File: src/rtl/vsliceSeqPkg.sv
package vsliceSeqPkg;

  typedef struct packed {
    logic load;   // capture descriptor, start at slot 0
    logic step;   // advance to next slot
    logic done;   // final slot taken, go idle
  } seqStrobeT;

  // log2 of the LMUL code; code 4 is treated as LMUL 1
  function automatic int lmulLog(input logic [2:0] code);
    int r;
    case (code)
      3'd0: r = 0;
      3'd1: r = 1;
      3'd2: r = 2;
      3'd3: r = 3;
      3'd5: r = -3;
      3'd6: r = -2;
      3'd7: r = -1;
      default: r = 0;
    endcase
    return r;
  endfunction

endpackage

File: src/rtl/vsliceSeqCtrl.sv
module vsliceSeqCtrl
  import vsliceSeqPkg::*;
#(
  parameter int CNT_W = 7
) (
  input  logic             clk,
  input  logic             rstN,
  input  logic             issueValid,
  input  logic             opReady,
  input  logic             isLast,
  output seqStrobeT        strb,
  output logic             busy,
  output logic [CNT_W-1:0] idx
);

  always_comb begin
    strb.load = issueValid & ~busy;
    strb.step = busy & opReady & ~isLast;
    strb.done = busy & opReady & isLast;
  end

  always_ff @(posedge clk) begin
    if (!rstN) begin
      busy <= 1'b0;
      idx  <= '0;
    end else if (strb.load) begin
      busy <= 1'b1;
      idx  <= '0;
    end else if (strb.step) begin
      idx  <= idx + 1'b1;
    end else if (strb.done) begin
      busy <= 1'b0;
      idx  <= '0;
    end
  end

endmodule

File: src/rtl/vsliceSeqDatapath.sv
module vsliceSeqDatapath
  import vsliceSeqPkg::*;
#(
  parameter int SLICE_LOG = 2,
  parameter int REG_W     = 5,
  parameter int ELEM_W    = 10,
  parameter int CNT_W     = 7
) (
  input  logic                 clk,
  input  logic                 rstN,
  input  seqStrobeT            strb,
  input  logic [REG_W-1:0]     inVd,
  input  logic [REG_W-1:0]     inVs1,
  input  logic [REG_W-1:0]     inVs2,
  input  logic [2:0]           inLmul,
  input  logic                 inWiden,
  input  logic                 inScalarSrc,
  input  logic                 inScalarDst,
  input  logic [ELEM_W-1:0]    inElemCount,
  input  logic [CNT_W-1:0]     idx,
  output logic                 isLast,
  output logic                 vs1Valid,
  output logic [REG_W-1:0]     vs1Reg,
  output logic [SLICE_LOG-1:0] vs1Slice,
  output logic [REG_W-1:0]     vs2Reg,
  output logic [SLICE_LOG-1:0] vs2Slice,
  output logic [REG_W-1:0]     vdReg,
  output logic [SLICE_LOG-1:0] vdSlice,
  output logic                 scalarRead,
  output logic                 scalarWrite,
  output logic [ELEM_W-1:0]    memStart,
  output logic [ELEM_W-1:0]    memCount
);

  localparam int PROD_W = ELEM_W + CNT_W;

  logic [REG_W-1:0]  dVd, dVs1, dVs2;
  logic [2:0]        dLmul;
  logic              dWiden, dSs, dSd;
  logic [ELEM_W-1:0] dN;

  always_ff @(posedge clk) begin
    if (!rstN) begin
      dVd <= '0; dVs1 <= '0; dVs2 <= '0; dLmul <= '0;
      dWiden <= 1'b0; dSs <= 1'b0; dSd <= 1'b0; dN <= '0;
    end else if (strb.load) begin
      dVd <= inVd; dVs1 <= inVs1; dVs2 <= inVs2; dLmul <= inLmul;
      dWiden <= inWiden; dSs <= inScalarSrc; dSd <= inScalarDst;
      dN <= inElemCount;
    end
  end

  int                cLog;
  logic [CNT_W-1:0]  total;
  logic [CNT_W-1:0]  narrowIdx;
  logic [ELEM_W-1:0] sliceLen;
  logic [PROD_W-1:0] startWide;
  logic [ELEM_W-1:0] remain;

  always_comb begin
    cLog = SLICE_LOG + lmulLog(dLmul) + (dWiden ? 1 : 0);
    if (cLog < 0) cLog = 0;
    total  = CNT_W'(1) << cLog;
    isLast = (idx == total - 1'b1);

    vdReg    = dVd  + REG_W'(idx >> SLICE_LOG);
    vdSlice  = idx[SLICE_LOG-1:0];
    vs2Reg   = dVs2 + REG_W'(idx >> SLICE_LOG);
    vs2Slice = idx[SLICE_LOG-1:0];

    narrowIdx = dWiden ? (idx >> 1) : idx;
    vs1Valid  = dWiden ? ~idx[0] : 1'b1;
    vs1Reg    = dVs1 + REG_W'(narrowIdx >> SLICE_LOG);
    vs1Slice  = narrowIdx[SLICE_LOG-1:0];

    scalarRead  = dSs & (idx == '0);
    scalarWrite = dSd & isLast;

    sliceLen  = dN >> cLog;
    startWide = PROD_W'(idx) * PROD_W'(sliceLen);
    memStart  = ELEM_W'(startWide);
    remain    = dN - memStart;
    memCount  = (sliceLen < remain) ? sliceLen : remain;
  end

endmodule

File: src/rtl/vsliceSeq.sv
module vsliceSeq
  import vsliceSeqPkg::*;
#(
  parameter int SLICE_LOG = 2,
  parameter int REG_W     = 5,
  parameter int ELEM_W    = 10
) (
  input  logic                   clk,
  input  logic                   rstN,
  input  logic                   issueValid,
  output logic                   issueReady,
  input  logic [REG_W-1:0]       inVd,
  input  logic [REG_W-1:0]       inVs1,
  input  logic [REG_W-1:0]       inVs2,
  input  logic [2:0]             inLmul,
  input  logic                   inWiden,
  input  logic                   inScalarSrc,
  input  logic                   inScalarDst,
  input  logic [ELEM_W-1:0]      inElemCount,
  input  logic                   opReady,
  output logic                   slotValid,
  output logic [SLICE_LOG+4:0]   slotIndex,
  output logic                   lastSlot,
  output logic                   vs1Valid,
  output logic [REG_W-1:0]       vs1Reg,
  output logic [SLICE_LOG-1:0]   vs1Slice,
  output logic [REG_W-1:0]       vs2Reg,
  output logic [SLICE_LOG-1:0]   vs2Slice,
  output logic [REG_W-1:0]       vdReg,
  output logic [SLICE_LOG-1:0]   vdSlice,
  output logic                   scalarRead,
  output logic                   scalarWrite,
  output logic [ELEM_W-1:0]      memStart,
  output logic [ELEM_W-1:0]      memCount
);

  localparam int CNT_W = SLICE_LOG + 5;

  seqStrobeT        strb;
  logic             busy, isLast, dpV1, dpSr, dpSw;
  logic [CNT_W-1:0] idx;

  vsliceSeqCtrl #(.CNT_W(CNT_W)) u_ctrl (
    .clk(clk), .rstN(rstN), .issueValid(issueValid), .opReady(opReady),
    .isLast(isLast), .strb(strb), .busy(busy), .idx(idx)
  );

  vsliceSeqDatapath #(
    .SLICE_LOG(SLICE_LOG), .REG_W(REG_W), .ELEM_W(ELEM_W), .CNT_W(CNT_W)
  ) u_dp (
    .clk(clk), .rstN(rstN), .strb(strb),
    .inVd(inVd), .inVs1(inVs1), .inVs2(inVs2), .inLmul(inLmul),
    .inWiden(inWiden), .inScalarSrc(inScalarSrc), .inScalarDst(inScalarDst),
    .inElemCount(inElemCount), .idx(idx), .isLast(isLast),
    .vs1Valid(dpV1), .vs1Reg(vs1Reg), .vs1Slice(vs1Slice),
    .vs2Reg(vs2Reg), .vs2Slice(vs2Slice), .vdReg(vdReg), .vdSlice(vdSlice),
    .scalarRead(dpSr), .scalarWrite(dpSw),
    .memStart(memStart), .memCount(memCount)
  );

  assign issueReady  = ~busy;
  assign slotValid   = busy;
  assign slotIndex   = idx;
  assign lastSlot    = busy & isLast;
  assign vs1Valid    = busy & dpV1;
  assign scalarRead  = busy & dpSr;
  assign scalarWrite = busy & dpSw;

endmodule

File: config.mk
export PLATFORM = sky130hd
export DESIGN_NAME = vsliceSeq
export DESIGN_NICKNAME = d
export VERILOG_FILES = /design/src/rtl/vsliceSeqPkg.sv /design/src/rtl/vsliceSeqCtrl.sv /design/src/rtl/vsliceSeqDatapath.sv /design/src/rtl/vsliceSeq.sv
export SDC_FILE = /design/constraint.sdc
export NUM_CORES = 1
export LEC_CHECK = 0
export ABC_AREA = 1
export BUFFER_PORTS_ARGS = -buffer_cell sky130_fd_sc_hd__buf_2
export CAP_MARGIN = 20
export CORE_MARGIN = 10
export CORE_UTILIZATION = 59
export CTS_CLUSTER_DIAMETER = 50
export CTS_CLUSTER_SIZE = 30
export DETAILED_ROUTE_END_ITERATION = 10
export GPL_TIMING_DRIVEN = 0
export PLACE_DENSITY = 0.9
export SLEW_MARGIN = 25
export SYNTH_ARGS = -nofsm -noshare
export SYNTH_HDL_FRONTEND = slang
export SYNTH_HIERARCHICAL = 1
export SYNTH_SLANG_ARGS = --single-unit
File: constraint.sdc
create_clock -name clk -period 20.1 [get_ports clk]
set_input_delay 3.015 -clock clk [delete_from_list [all_inputs] [get_ports clk]]
set_output_delay 3.015 -clock clk [all_outputs]
set_load 0.05 [all_outputs]
==> summary.txt <==
Outcome
  • Run status: completed

Power and ir drop
  • Share of total power consumed by net switching: about half
  • Internal power summed over all cells: roughly 0.17 mW
  • Worst vdd rail ir drop: about 58 uV
  • Net switching power figure: roughly 0.18 mW
  • Power density over the cells: between 60 and 70 nW/um2
  • Fraction of power consumed by sequential logic: 25.5%
  • Leak Pwr: roughly 3.1 nW
  • Share of total power in the clock network: between 10% and 20%
  • Combinational group share of total power: roughly 57%

Worst setup path
  • Most prevalent standard cell on the critical path: sky130_fd_sc_hd__nand2_1
  • Data required, critical path: about 17 ns
  • Class of the most critical setup path: register to primary output
  • Reg2reg end: u_ctrl/idx[5]$_SDFFE_PP0P_
  • Critical path's slowest cell: sky130_fd_sc_hd__fa_1
  • Crit path arrival time: 9.04 ns
  • Launching element type of the critical path: register
  • Number of logic stages on the critical path including buffering: 44
  • Count of buffering cells on the critical path with inverters included: 9
  • Worst-path fanout max: 10
  • Startpoint of the most critical register-to-register path: u_dp/dWiden$_SDFFE_PN0P_
  • Cells on worst reg2reg path: 26
  • Setup crit end kind: primary output
  • Worst setup slack for register-to-register paths: roughly 16 ns
  • Worst path top cell family by delay: adder cells
  • Worst path max stage delay: roughly 0.54 ns

Placement
  • HPWL after detailed placement: approximately 11 mm
  • Dpl cells: slightly above 900
  • Routability cong.: approximately 1.0
  • Number of port buffers: 88

Routing
  • Number of antenna-violating nets in the routed design: 0
  • Routed length per placed instance: around 15 um
  • Detailed Route Iter0 Violations: 465
  • Overall via count from detail_route: around 5000
  • Number of remaining DRC errors: 0
  • DRT Wirelength: 14.0 mm
  • Via density: approximately 5.5
  • Drt first pass iters: 5

Finish
  • Share of final-layout standard cells stronger than drive strength 1: roughly 20%
  • Number of antenna repair diodes: 0
  • Layout Area Growth over Synthesis: 13.5%
  • Final Non-Filler Cells: ~930
  • Final core area utilization: between 60 and 70%
  • Net count, final: approximately 940

Yosys
  • Top_reg_cell synth: sky130_fd_sc_hd__dfxtp_1
  • Main area contributors after synthesis: sky130_fd_sc_hd__dfxtp_1 (16%), sky130_fd_sc_hd__ha_1 (14%), sky130_fd_sc_hd__fa_1 (10%)
  • Synth Area in Compound Gates: between 10% and 20%
  • Cell type with the largest total area after synthesis: sky130_fd_sc_hd__dfxtp_1
  • Leading cell type by number of instances after synthesis: sky130_fd_sc_hd__nand2_1
  • Proportion of netlist area held by the largest area contributor: ~16%
  • Share of cell area taken by muxes after synthesis: 0%
  • Sequential element share of the synthesized area: 15.6%
  • Dominant combinational cell family by area after synthesis: simple AND/OR/NAND/NOR gates
  • Count of different cell masters after synthesis: 45
  • Syn_nets: 844
  • Synthesized flop and latch total: 39
  • Netlist area before placement: between 4000 and 5000 um2
  • Yosys warning count: 6
  • Basic-gate share of the synthesized area counting and, or, nand and nor cells: approximately 30%
  • Cell types with the highest counts after synthesis: sky130_fd_sc_hd__nand2_1 (126), sky130_fd_sc_hd__inv_1 (118), sky130_fd_sc_hd__nor2_1 (91)
  • Cells after synthesis: 728
  • Post-synth EDFFs: 0
  • Fraction of synthesized cell area in xor and xnor cells: roughly 6.3%
  • Arithmetic-cell share of the synthesized area counting full adders, half adders and majority gates: approximately 24%
  • Asr flop ratio synth: 0%
  • Average cell area after synthesis: between 6 and 7 um2

CTS
  • Resize count post-CTS: 0
  • Clock Latency Late Sink: about 0.29 ns
  • TritonCTS sink count: 39
  • Root buffer cell: sky130_fd_sc_hd__clkbuf_8
  • Post-cts hold buffer count: 0
  • Buffers inserted during post-CTS setup optimization: 0
  • Clock transition at the registers of the reported paths: 0.07 ns
  • Clock tree from TritonCTS: built
  • Htree depth: 2
  • CTS max path bufs: 2
  • Clock buffers created by TritonCTS: 5

Global routing
  • Gr ovfl total: 0
  • Number of global-route vias before repair: 5159
  • Largest net degree at the start of global routing: 14
  • Initial antenna violation count: 0
  • Wire length of the first global-routing pass: roughly 24 mm
  • Total Routing Usage GR: 21.8%

Timing
  • Fin crit share: approximately 60%
  • Post-Route Skew: about 0.0032 ns
  • RSZ-0062 raised after global routing: no
  • Maximum clock rate: just over 0.08 GHz
  • Max Transition Viols Final: 0
  • Count of final setup violators: 0
  • Slew of the pin with the lowest slew margin: roughly 0.62 ns
  • Final Hold Violating Endpoints: 0
  • Time the worst path needs with I/O delays and setup: 12.06 ns
  • Post-Route Setup TNS: 0 ns
  • Relative max-transition margin: around three fifths

Min path
  • Worst hold stages: 2
  • Hold Crit Start: u_dp/dLmul[1]$_SDFFE_PN0P_
  • Destination of the worst hold path: u_dp/dLmul[1]$_SDFFE_PN0P_
  • Type of the most critical hold path: register to register

Floorplan
  • Standard-cell rows: 33
  • Die height: around 110 um
  • Die extent in x: approximately 110 um
  • Initial cell density of the core: roughly three fifths
  • Floorplan die area: ~13000 um2
  • Num ports: 89
  • Area of the core region: 8220 um2

Run
  • Max-cap violations: 0
## layout make-up
class / count / area, um2
multi-input cells: 537 / 3590
fillers: 694 / 2550
flip-flops and latches: 39 / 781
inverters: 127 / 480
repair buffers: 88 / 440
plain buffers: 25 / 141
well taps: 105 / 131
clock buffers: 8 / 100
## worst max path at each step
stage | startpoint | slack, ns | end
3_5_place_dp | u_dp/dWiden$_SDFFE_PN0P_ | 8.48 | memCount[0]
3_3_place_gp | u_dp/dWiden$_SDFFE_PN0P_ | 8.71 | memCount[0]
2_1_floorplan | u_dp/dWiden$_SDFFE_PN0P_ | 8.31 | memCount[0]
6_report | u_dp/dWiden$_SDFFE_PN0P_ | 8.04 | memCount[0]
5_1_grt | u_dp/dWiden$_SDFFE_PN0P_ | 7.37 | memCount[9]
4_1_cts | u_dp/dWiden$_SDFFE_PN0P_ | 8.14 | memCount[0]
## power by group through the flow
stage / combinational [mW] / clock, mW / sequential [mW]
global placement: 0.192 / 0 / 0.0893
CTS: 0.196 / 0.0591 / 0.0877
global route: 0.217 / 0.0622 / 0.0886
floorplan: 0.150 / 0 / 0.0883
detailed placement: 0.195 / 0 / 0.0895
finish: 0.198 / 0.0594 / 0.0881
## worst register-to-register path, delay by kind of cell (launching register included)
family                     cells  cell delay [ns]
AOI/OAI and AO/OA              2             0.47
buffers and inverters          7             0.58
and+or+nand+nor               12             1.54
adders and majority gates      3             0.60
xor gates and xnor gates       2             0.35
DFF                            1             0.47
## metrics by stage
step	hold slack [ns]	area, um2	setup WS [ns]	power [mW]
5_1_grt	0.526	5670	7.37	0.368
3_3_place_gp	0.472	5570	8.71	0.281
3_5_place_dp	0.473	5570	8.48	0.285
2_1_floorplan	0.454	4990	8.31	0.238
4_1_cts	0.486	5670	8.14	0.343
6_report	0.491	5670	8.04	0.345
## kinds of logic (layout without fill, tap and decap cells)
family / Yosys count / in the layout
adder cells (fa/ha/maj): 81 / 81
AND/OR/NAND/NOR: 317 / 317
flip-flops: 39 / 39
XOR/XNOR: 36 / 36
AO/OA/AOI/OAI: 103 / 103
buffers and inverters: 152 / 248
## routing by layer
| metal | track usage [%] | vias up | share of wire [%] |
|---|---|---|---|
| met5 | 0 | - | 0 |
| met4 | 5.41 | 0 | 1.6 |
| met3 | 5.69 | 29 | 11 |
| met2 | 36.2 | 275 | 46 |
| met1 | 27.6 | 2338 | 41 |
| li1 | - | 2483 | - |
## state kept, by name, indices dropped and copies added, names as in the netlist
register and count:
u_dp/dSs 1, u_dp/dVs1 5, u_dp/dVd 5, u_ctrl/busy 1, u_ctrl/idx 7, u_dp/dN 10
u_dp/dVs2 5, u_dp/dSd 1, u_dp/dLmul 3, u_dp/dWiden 1
## cells in the final DEF, fill, tap and decap left out, types with 29 or more instances in the layout
cell type,netlist,layout
sky130_fd_sc_hd__nand2_1,126,126
sky130_fd_sc_hd__inv_1,118,118
sky130_fd_sc_hd__buf_2,3,91
sky130_fd_sc_hd__nor2_1,91,91
sky130_fd_sc_hd__ha_1,55,55
sky130_fd_sc_hd__o21ai_0,52,52
sky130_fd_sc_hd__dfxtp_1,39,39
sky130_fd_sc_hd__nand3_1,36,36
sky130_fd_sc_hd__a21oi_1,35,35
sky130_fd_sc_hd__xor2_1,29,29
Note: power is estimated with default switching activity, not from simulation.
